**config.mk**
```make
export PLATFORM = sky130hd
export DESIGN_NAME = addsub_unit
export DESIGN_NICKNAME = d
export VERILOG_FILES = /design/src/rtl/addsub_pkg.sv /design/src/rtl/addsub_ctrl.sv /design/src/rtl/addsub_dp.sv /design/src/rtl/addsub_unit.sv
export SDC_FILE = /design/constraint.sdc
export NUM_CORES = 1
export LEC_CHECK = 0
export BUFFER_PORTS_ARGS = -buffer_cell sky130_fd_sc_hd__buf_4
export CAP_MARGIN = 15
export CORE_ASPECT_RATIO = 1.1
export CORE_MARGIN = 4
export CORE_UTILIZATION = 30
export CTS_CLUSTER_SIZE = 25
export DETAILED_ROUTE_END_ITERATION = 12
export GPL_TIMING_DRIVEN = 0
export SYNTH_ARGS = -nofsm -noshare
export SYNTH_HDL_FRONTEND = slang
export SYNTH_SLANG_ARGS = --single-unit
```
**constraint.sdc**
```tcl
create_clock -name clk -period 7.2 [get_ports clk]
set_input_delay 0.36 -clock clk [delete_from_list [all_inputs] [get_ports clk]]
set_output_delay 0.36 -clock clk [all_outputs]
set_load 0.05 [all_outputs]
```
**src/rtl/addsub_pkg.sv**
```systemverilog
package addsub_pkg;

  localparam int unsigned OP_W = 3;

  typedef enum logic [OP_W-1:0] {
    OP_ADD  = 3'b000,
    OP_ADC  = 3'b001,
    OP_SUB  = 3'b010,
    OP_SBC  = 3'b011,
    OP_RSB  = 3'b100,
    OP_RSC  = 3'b101,
    OP_RSV6 = 3'b110,
    OP_RSV7 = 3'b111
  } opCode_e;

  // Source of the adder carry-in.
  typedef enum logic [1:0] {
    CIN_ZERO = 2'd0,
    CIN_ONE  = 2'd1,
    CIN_FLAG = 2'd2
  } cinSel_e;

  // Strobes from control to datapath.
  typedef struct packed {
    logic    opValid;   // code names a real operation
    logic    swapOps;   // left adder input takes opB, right takes opA
    logic    invRight;  // right adder input is bit-inverted
    cinSel_e cinSel;    // carry-in source
  } dpStrobe_t;

  typedef struct packed {
    logic n;
    logic z;
    logic c;
    logic v;
  } flags_t;

endpackage

```
**src/rtl/addsub_ctrl.sv**
```systemverilog
module addsub_ctrl
  import addsub_pkg::*;
(
  input  logic            clk,
  input  logic            rstN,
  input  logic [OP_W-1:0] opCode,
  output dpStrobe_t       strobe
);

  opCode_e opDec;

  always_comb begin
    opDec = opCode_e'(opCode);
    strobe = '{opValid: 1'b1, swapOps: 1'b0, invRight: 1'b0, cinSel: CIN_ZERO};
    unique case (opDec)
      OP_ADD: strobe.cinSel = CIN_ZERO;
      OP_ADC: strobe.cinSel = CIN_FLAG;
      OP_SUB: begin
        strobe.invRight = 1'b1;
        strobe.cinSel   = CIN_ONE;
      end
      OP_SBC: begin
        strobe.invRight = 1'b1;
        strobe.cinSel   = CIN_FLAG;
      end
      OP_RSB: begin
        strobe.swapOps  = 1'b1;
        strobe.invRight = 1'b1;
        strobe.cinSel   = CIN_ONE;
      end
      OP_RSC: begin
        strobe.swapOps  = 1'b1;
        strobe.invRight = 1'b1;
        strobe.cinSel   = CIN_FLAG;
      end
      default: strobe.opValid = 1'b0;
    endcase
  end

  // A swap is only ever used by a reverse subtract, which always inverts.
  AST_SWAP_INVERTS: assert property (@(posedge clk) disable iff (!rstN)
    strobe.swapOps |-> strobe.invRight);

  // Operations with an implicit carry-in of 1 must all be subtracts.
  AST_ONE_IS_SUB: assert property (@(posedge clk) disable iff (!rstN)
    (strobe.cinSel == CIN_ONE) |-> strobe.invRight);

endmodule

```
**src/rtl/addsub_dp.sv**
```systemverilog
module addsub_dp
  import addsub_pkg::*;
#(
  parameter int unsigned DATA_W = 32
) (
  input  logic              clk,
  input  logic              rstN,
  input  logic [DATA_W-1:0] opA,
  input  logic [DATA_W-1:0] opB,
  input  logic              carryIn,
  input  logic              setFlags,
  input  dpStrobe_t         strobe,
  output logic [DATA_W-1:0] resOut,
  output flags_t            flagsQ
);

  localparam int unsigned SUM_W = DATA_W + 1;
  localparam int unsigned MSB   = DATA_W - 1;

  logic [DATA_W-1:0] leftOp;
  logic [DATA_W-1:0] rightRaw;
  logic [DATA_W-1:0] rightOp;
  logic              cinBit;
  logic [SUM_W-1:0]  sumWide;
  logic [DATA_W-1:0] sumRes;
  logic              carryNext;
  logic              ovfNext;
  logic              updEn;
  flags_t            flagsD;

  // Operand steering: one adder serves every form.
  always_comb begin
    leftOp   = strobe.swapOps ? opB : opA;
    rightRaw = strobe.swapOps ? opA : opB;
    rightOp  = strobe.invRight ? ~rightRaw : rightRaw;
  end

  always_comb begin
    unique case (strobe.cinSel)
      CIN_ONE:  cinBit = 1'b1;
      CIN_FLAG: cinBit = carryIn;
      default:  cinBit = 1'b0;
    endcase
  end

  // 33-bit sum; the top bit is the carry (not-borrow for subtracts).
  assign sumWide   = {1'b0, leftOp} + {1'b0, rightOp} + {{DATA_W{1'b0}}, cinBit};
  assign sumRes    = sumWide[DATA_W-1:0];
  assign carryNext = sumWide[DATA_W];
  assign ovfNext   = (leftOp[MSB] == rightOp[MSB]) && (sumRes[MSB] != leftOp[MSB]);

  assign resOut = strobe.opValid ? sumRes : '0;

  assign updEn = setFlags && strobe.opValid;

  always_comb begin
    flagsD.n = sumRes[MSB];
    flagsD.z = (sumRes == '0);
    flagsD.c = carryNext;
    flagsD.v = ovfNext;
  end

  always_ff @(posedge clk or negedge rstN) begin
    if (!rstN) begin
      flagsQ <= '0;
    end else if (updEn) begin
      flagsQ <= flagsD;
    end
  end

  // Subtracting zero never borrows.
  AST_SUB_ZERO_NOBORROW: assert property (@(posedge clk) disable iff (!rstN)
    (strobe.opValid && !strobe.swapOps && strobe.invRight &&
     strobe.cinSel == CIN_ONE && opB == '0) |-> (carryNext && resOut == opA));

  // Adding zero with no carry-in passes the operand through without a carry.
  AST_ADD_ZERO_NOCARRY: assert property (@(posedge clk) disable iff (!rstN)
    (strobe.opValid && !strobe.invRight && strobe.cinSel == CIN_ZERO && opB == '0)
    |-> (!carryNext && resOut == opA));

  // Adder inputs of opposite sign cannot overflow.
  AST_NO_MIXED_OVF: assert property (@(posedge clk) disable iff (!rstN)
    (leftOp[MSB] != rightOp[MSB]) |-> !ovfNext);

  // Without an update the flags stay put.
  AST_FLAGS_HOLD: assert property (@(posedge clk) disable iff (!rstN)
    !(setFlags && strobe.opValid) |=> $stable(flagsQ));

  // After an update, N tracks the sign of the previous result.
  AST_N_TRACKS: assert property (@(posedge clk) disable iff (!rstN)
    (setFlags && strobe.opValid) |=> (flagsQ.n == $past(resOut[MSB])));

  // After an update, Z tracks a zero previous result.
  AST_Z_TRACKS: assert property (@(posedge clk) disable iff (!rstN)
    (setFlags && strobe.opValid) |=> (flagsQ.z == ($past(resOut) == '0)));

endmodule

```
**src/rtl/addsub_unit.sv**
```systemverilog
module addsub_unit
  import addsub_pkg::*;
#(
  parameter int unsigned DATA_W = 32
) (
  input  logic              clk,
  input  logic              rstN,
  input  logic [DATA_W-1:0] opA,
  input  logic [DATA_W-1:0] opB,
  input  logic [2:0]        opCode,
  input  logic              carryIn,
  input  logic              setFlags,
  output logic [DATA_W-1:0] result,
  output logic              flagN,
  output logic              flagZ,
  output logic              flagC,
  output logic              flagV
);

  dpStrobe_t strobe;
  flags_t    flagsQ;

  addsub_ctrl ctrl_i (
    .clk    (clk),
    .rstN   (rstN),
    .opCode (opCode),
    .strobe (strobe)
  );

  addsub_dp #(.DATA_W(DATA_W)) dp_i (
    .clk      (clk),
    .rstN     (rstN),
    .opA      (opA),
    .opB      (opB),
    .carryIn  (carryIn),
    .setFlags (setFlags),
    .strobe   (strobe),
    .resOut   (result),
    .flagsQ   (flagsQ)
  );

  assign flagN = flagsQ.n;
  assign flagZ = flagsQ.z;
  assign flagC = flagsQ.c;
  assign flagV = flagsQ.v;

  AST_UNUSED_ZERO: assert property (@(posedge clk) disable iff (!rstN)
    (opCode[2:1] == 2'b11) |-> (result == '0));

  AST_UNUSED_HOLD: assert property (@(posedge clk) disable iff (!rstN)
    (opCode[2:1] == 2'b11) |=> $stable({flagN, flagZ, flagC, flagV}));

  AST_RESET_CLEAR: assert property (@(posedge clk)
    !rstN |-> ({flagN, flagZ, flagC, flagV} == 4'b0000));

endmodule

```
======== Word level (Yosys, flattened, before mapping) ========
Cells that the tools add are included.
storage, ports and cells
  register bits after elaboration ......... 4
  input bits .............................. 71
  output and inout bits ................... 36
  logic and storage cells ................. 34
operators by class
  $add $sub $neg .......................... 2
  eq/ne operators ......................... 9
  muxes and demuxes ....................... 9
  bitwise gates (word level) .............. 1
  reduce and logical (&&, ||, !) cells .... 9
operators by type and width
  kind                                            count
  two-way mux 32 bit                              4
  adder 32 x 32 -> 33 bit                         1
  adder 33 x 1 -> 33 bit                          1
  zero test 32 bit                                1
  NOT 32 bit                                      1
  == test 3 x 2 -> 1 bit (second input constant)  2
  == test 3 bit (second input constant)           2
  OR reduction 6 bit                              1
  case mux 2 bit (2 select lines)                 1
  OR reduction 2 bit                              2
  OR reduction 4 bit                              1
  == test 3 x 1 -> 1 bit (second input constant)  1
  zero test 3 bit                                 1
  two-way mux 1 bit                               3
  OR reduction 3 bit                              1
  == test 2 x 1 -> 1 bit (second input constant)  1
  == test 2 bit (second input constant)           1
  logical AND 1 bit                               2
  case mux 1 bit (2 select lines)                 1
  == test 1 bit                                   1
  != test 1 bit                                   1

======== Logic depth before layout (Yosys ltp) ========
Gate-level depths: netlist of the first run.
  word-level depth ........................ 10
  depth in mapped cells ................... 21

======== Cells and area by module ========
Synthesis of the first run repeated with hierarchy kept, for this count alone.
second synthesis, totals
  cell total of the unflattened synthesis .. 491
  area, all modules ....................... 3618.5 um^2
by module, submodules not included
  module       instances  cells an instance  area each (um^2)
  addsub_dp    1          486                3582.2
  addsub_ctrl  1          5                  36.3

======== Least setup slack after synthesis of the first run ========
No wires, ideal clock.
  path type ............................... input to output
  from .................................... input opCode[2]
  to ...................................... output result[31]
  data arrival time ....................... 4555 ps
  setup slack ............................. 2285 ps
  stages on the path ...................... 16
  path buffers ............................ 3
  path through ............................ clkbuf_1 clkbuf_1 clkbuf_1 mux2i_1 o21ai_0 fa_1 nand2b_1 a211o_1 a21o_1 a21oi_1 a21oi_1 o31ai_1 a2111oi_0 o21bai_1 xor2_1 nor2_1
between the ends
  longest elaborated chain between the ends .. 9
  elaborated cells between the ends (all ways) .. 25
  classes of those cells .................. 2 x add/sub; 7 x eq/ne; 9 x mux; 1 x bitwise; 6 x reduce/logical
RTL lines
  item                          RTL line           RTL
  start: declaration            addsub_unit.sv:10  input logic [2:0] opCode,
  == test 3 bit                 addsub_ctrl.sv:15  unique case (opDec)
  OR reduction 2 bit (no line)  n/a
  two-way mux 1 bit             addsub_ctrl.sv:15
  two-way mux 32 bit            addsub_dp.sv:34    rightRaw = strobe.swapOps ? opA : opB;
  NOT 32 bit                    addsub_dp.sv:35    rightOp = strobe.invRight ? ~rightRaw : rightRaw;
  two-way mux 32 bit            addsub_dp.sv:35
  adder 32 x 32 -> 33 bit       addsub_dp.sv:47    assign sumWide = {1'b0, leftOp} + {1'b0, rightOp} + {{DATA_W{1'b0}}, cinBit};
  adder 33 x 1 -> 33 bit        addsub_dp.sv:47
  two-way mux 32 bit *          addsub_dp.sv:52    assign resOut = strobe.opValid ? sumRes : '0;
  end: declaration              addsub_unit.sv:13  output logic [DATA_W-1:0] result,
Every way passes the cells marked *; elsewhere a longest branch is shown, timed or not.

======== Final worst setup path of the first run ========
Ends and elaborated chain as after synthesis.

==> results.cfg, run 1 <==
[outcome]
outcome = finished clean

[place]
gp_congestion = 0.925
placed_cell_area_sq_um = 4490
numPortBuffers = 105
dp_hpwl_mm = 10.5

[yosys]
synth_edf_count = 0
synth_seq_area_share = 0.0285
syn_nets = 656
synthDistinctLibCells = 57
ys_top_cells_by_area = ha_1, xor2_1, mux2i_1
synthSimpleGateAreaFrac = 0.232
synth_top_area_frac = 0.118
syn-cell-area_sq_um = 3510
ys_seq_elements = 4
synth_mux_area_frac = 0.0945
synthArstFlopShare = 1.00
synth_compound_area_frac = 0.282
synth_area_per_cell_sq_um = 6.38
synth_top_area_cell = ha_1
synthXorXnorAreaFrac = 0.157
synth_top_family_by_area = compound AO/OA/AOI/OAI gates
synth_cells = 550
synth_ff_type = dfrtp_1
synth-adder-area-share = 0.129
ys_warn_count = 0

[global_route]
antenna_found_initial = 0
grt_pass1_wl_mm = 20.2
overflow = 0
grt_pass1_vias = 4299
grt_usage = 0.180
grt_max_degree = 11

[finish]
finish.utilization = 0.400
drive_above_1_share = 0.178
reg.largest.list = dp_i.flagsQ (4)
synthToLayoutAreaGrowth_pct = 30.2
final_cell_mix = buf_4, nor2_1, a21oi_1, nand2_1, o21ai_0
final_common_cell = buf_4
diodes = 0
largest_reg_flops = 4
fin_nets = 767
design_area_sq_um = 4570
top_register = dp_i.flagsQ

[timing]
finalHoldViolCount = 0
fin_skew_ns = 0
layout_min_cycle_time_ns = 5.52
finalSetupTns_ns = 0
maxSlewHeadroom = 0.462
fmax_mhz = 181
rsz0062_at_grt = no
worst_pin_slew_ns = 0.807
setup_viol = 0
finalCritPeriodShare = 0.767
final_max_slew_viol_count = 0

[critical_path]
cp_common_cell = clkbuf_1
cpMaxStageDelayCell = clkbuf_1
crit_path_cell_trace = clkbuf_1 > clkbuf_1 > clkbuf_1 > mux2i_1 > o21ai_0 > fa_1 > nand2b_1 > a211o_1 > a21o_1 > a21oi_1 > a21oi_1 > o31ai_1 > a2111oi_0 > o21bai_1 > xor2_1 > nor2_1 > buf_4
crit_buf_inv = 4
crit_path_start_kind = input port
path_class = input port to primary output
critPathTopFamily = compound AO/OA/AOI/OAI gates
worst_setup_path_end_kind = primary output
cp_max_fo = 10
arrival_ns = 5.16
critPathRequiredTime_ns = 6.84
cp_slowest_stage_delay_ns = 0.61

[clocking]
cts_sinks = 4
cts_tree = done
root_buffer = clkbuf_16
cts_buffers = 3
cts-resized-gates = 0
max-clock-path-buffers = 2
cts_setup_buffers = 0
htree_levels = 1
clock_latency_ns = 0.22
clkTransAtPathRegs_ns = 0.03

[floorplanning]
fp-row-count = 41
die-area_sq_um = 13500
die_y_microns = 121
io_pins = 107
core_region_area_sq_um = 11400
start_util = 0.307
die_w_microns = 111

[hold_path]
hold_class = input port to async pin

[power_and_ir_drop]
p_int_w = 0.000379
switchingPower_w = 0.000566
p_leak_nw = 2.31
finalPower_w = 0.000945
combPwrFrac = 0.878
seq_power_share = 0.032
sw_frac_of_total = 0.599
powerDensity_nw_per_um2 = 207
ir_worst_vdd_uv = 172
pwr-share-clk = 0.091

[routing]
routed_wl_mm = 12.5
antenna_left = 0
vias = 4215
via_per_inst = 5.21
first_iter_violations = 223
dr.pass1.iters = 4
drc = 0
post_drt_wl_per_cell_microns = 15.4

[flow_run]
drv_cap = 0
-- stage by stage --
stage / hold slack, ns / std cells / setup slack, ns
floorplan: 0.0644 / 550 / 2.29
global placement: 0.156 / 805 / 1.58
detailed placement: 0.157 / 805 / 1.53
CTS: 0.484 / 809 / 1.69
global route: 0.488 / 809 / 1.28
finish: 0.482 / 809 / 1.68
-- power groups by stage --
stage / Clock [W] / Combinational (W) / Sequential [W]
finish: 0.0000859 / 0.000830 / 0.0000299
global route: 0.0000910 / 0.000895 / 0.0000306
floorplan: 0 / 0.000576 / 0.0000455
global placement: 0 / 0.000822 / 0.0000297
detailed placement: 0 / 0.000826 / 0.0000302
CTS: 0.0000873 / 0.000831 / 0.0000300
-- per-layer routing --
metal / part of all wire / wire length [microns] / GRT usage
met5: 0 / 0 / 0
met4: 0.015 / 188 / 0.0373
met3: 0.055 / 685 / 0.0209
met2: 0.50 / 6270 / 0.347
met1: 0.43 / 5330 / 0.213
-- logic make-up (layout without fill, tap and decap cells) --
group                    after synthesis  after routing
AO/OA/AOI/OAI                        163            163
XOR/XNOR                              63             63
adder cells (fa/ha/maj)               35             35
buffers and inverters                 72            181
flip-flops                             4              4
multiplexers                          33             33
AND/OR/NAND/NOR                      180            180
-- path summary, 6_finish.rpt --
| path | slack (ns) | endpoint | startpoint | cells past startpoint |
|---|---|---|---|---|
| max | 1.68 | result[31] | opCode[2] | 17 |
| min | 0.48 | dp_i.flagsQ[1] | rstN | 2 |
| max reg2reg | 6.52 | dp_i.flagsQ[2] | dp_i.flagsQ[2] | 1 |
| min reg2reg | 0.49 | dp_i.flagsQ[2] | dp_i.flagsQ[2] | 1 |
| max in group asynchronous | 6.62 | dp_i.flagsQ[3] | rstN | 2 |
| min in group clk | 0.49 | dp_i.flagsQ[2] | dp_i.flagsQ[2] | 1 |
-- cell usage after synthesis (2+ instances only) --
master    instances
a211o_1           3
a211oi_1          3
a21o_1           16
a21oi_1          61
a221oi_1          3
a22oi_1           2
and2_1            5
and3_1            3
and4_1            2
and4b_1           2
buf_1             6
clkbuf_1         24
dfrtp_1           4
fa_1              2
ha_1             33
inv_1            41
mux2i_1          32
nand2_1          57
nand2b_1          4
nand3_1          11
nand3b_1          2
nand4_1           5
nor2_1           76
nor3_1            2
o211ai_1          4
o21a_1            2
o21ai_0          49
o21bai_1          3
o31ai_1           3
o41ai_1           2
xnor2_1          17
xor2_1           46
-- cell type report --
class	instances	area [sq um]
multi-input combinational	474	3140
inverter	41	154
tap	150	188
timing repair buffer	106	798
buffer	31	118
fill	1251	6870
sequential	4	100
clock buffer	3	75.1
-- repair_timing --
action / 4_1_cts / 5_1_grt
endpoints found under the setup margin: 0 / 0
hold endpoints to repair: 4 / 0
hold buffers: 1 / 0
(Power assumes the default switching activity.)
==> run 2, diff against run 1 <==
Clock period 7.2 ns to 4.6 ns, I/O delays scaled along.
==> results.cfg, run 2 (synthesis gave the netlist of run 1 again) <==
[global_route]
grt_usage = 0.178
overflow = 0
antenna_found_initial = 0
grt_pass1_wl_mm = 20.5
grt_max_degree = 11
grt_pass1_vias = 4345

[critical_path]
cp_max_fo = 10
r2r_slack_ns = 3.91
crit_path_start_kind = input port
ff2ff_path_depth = 1
arrival_ns = 4.16
r2r_start = dp_i.flagsQ[2]
startpoint = opCode[2]
path_class = input port to primary output
critPathRequiredTime_ns = 4.37
reg2reg_to = dp_i.flagsQ[2]
endpoint = result[31]
worst_setup_path_end_kind = primary output

[finish]
fin_nets = 769
reg.largest.list = dp_i.flagsQ (4)
fill_cells = 1208
diodes = 0
design_area_sq_um = 4670
largest_reg_flops = 4
top_register = dp_i.flagsQ
final_cell_mix = buf_4, nor2_1, a21oi_1, nand2_1, o21ai_0
synthToLayoutAreaGrowth_pct = 33.2
finish.utilization = 0.409
drive_above_1_share = 0.225
final_common_cell = buf_4

[floorplanning]
die-area_sq_um = 13500
die_w_microns = 111
die_y_microns = 121
io_pins = 107
start_util = 0.307
core_region_area_sq_um = 11400
fp-row-count = 41

[power_and_ir_drop]
p_leak_nw = 2.40
ir_worst_vdd_uv = 313
finalPower_w = 0.00151
powerDensity_nw_per_um2 = 323

[clocking]
cts_buffers = 3
clkTransAtPathRegs_ns = 0.03
htree_levels = 1
cts_tree = done
clock_latency_ns = 0.23
cts_sinks = 4
max-clock-path-buffers = 2
root_buffer = clkbuf_16

[timing]
rsz0062_at_grt = no
maxSlewHeadroom = 0.447
finalHoldViolCount = 0
fmax_mhz = 228
finalSetupTns_ns = 0
final_max_slew_viol_count = 0
layout_min_cycle_time_ns = 4.39
fin_skew_ns = 0
setup_viol = 0
worst_pin_slew_ns = 0.829
layout_setup_ws_ns = 0.210
finalCritPeriodShare = 0.954

[routing]
via_per_inst = 5.18
post_drt_wl_per_cell_microns = 14.9
antenna_left = 0
dr.pass1.iters = 4
drc = 0
first_iter_violations = 150
routed_wl_mm = 12.1
vias = 4200

[place]
dp_hpwl_mm = 10.2
placed_cell_area_sq_um = 4490
numPortBuffers = 105
gp_congestion = 0.874
post-place-ws_ns = -0.656

[outcome]
outcome = finished clean

[flow_run]
drv_cap = 0

[hold_path]
hold_class = input port to async pin
-- run 2: changes by cell type in the layout (fill, tap and decap cells not counted), sizes merged --
cell | before | now
clkbuf | 27 | 29
-- run 2: routing by layer --
| metal | part of all wire | GRT usage | vias up |
|---|---|---|---|
| li1 | - | - | 2137 |
| met1 | 0.44 | 0.222 | 1919 |
| met2 | 0.50 | 0.334 | 133 |
| met3 | 0.048 | 0.0175 | 11 |
| met4 | 0.0098 | 0.0319 | 0 |
| met5 | 0 | 0 | - |
-- run 2: worst min path at each step --
stage | from | end | depth (start not counted)
4_1_cts | rstN | dp_i.flagsQ[2] | 2
3_3_place_gp | rstN | dp_i.flagsQ[1] | 1
6_report | rstN | dp_i.flagsQ[3] | 2
5_1_grt | rstN | dp_i.flagsQ[3] | 2
2_1_floorplan | rstN | dp_i.flagsQ[0] | 0
3_5_place_dp | rstN | dp_i.flagsQ[3] | 1
-- run 2: timing repair --
action,4_1_cts,5_1_grt
endpoints found under the setup margin,17,9
cloned,0,0
pin swaps,1,2
gates resized for setup,9,38
buffers inserted,1,2
hold buffers,1,0
hold endpoints to repair,4,0
-- run 2: critical path, stage by stage --
cell and delay, ns:
clkbuf_2 0.15, buf_4 0.21, nand2b_1 0.15, a21o_1 0.19, ha_1 0.27, or2_2 0.30, fa_1 0.39, nand2b_1 0.18
a211o_1 0.35, a21o_1 0.23, a21oi_4 0.18, a21oi_1 0.14, o31ai_2 0.30, a2111oi_0 0.14, o21bai_2 0.25, xor2_2 0.20
nor2_2 0.08, buf_4 0.20
-- run 2: report_power, final --
group	switching [W]	leakage (nW)	internal (W)	total, W
Combinational	0.000867	2.31	0.000457	0.00132
Clock	0.0000289	0.0370	0.000111	0.000140
Sequential	0.00000369	0.0519	0.0000424	0.0000461
-- run 2: layout make-up --
class / count / area [sq um] / share of cell area
inverters: 41 / 154 / 0.0329
multi-input cells: 474 / 3190 / 0.682
repair buffers: 109 / 821 / 0.176
flip-flops and latches: 4 / 100 / 0.0214
plain buffers: 30 / 149 / 0.0319
well taps: 150 / 188 / 0.0401
clock buffers: 3 / 75.1 / 0.0161
-- run 2: through the flow --
step | hold slack (ns) | instances
global route | 0.348 | 811
detailed placement | 0.0284 | 805
finish | 0.335 | 811
floorplan | -0.0656 | 550
global placement | 0.0264 | 805
CTS | 0.331 | 810
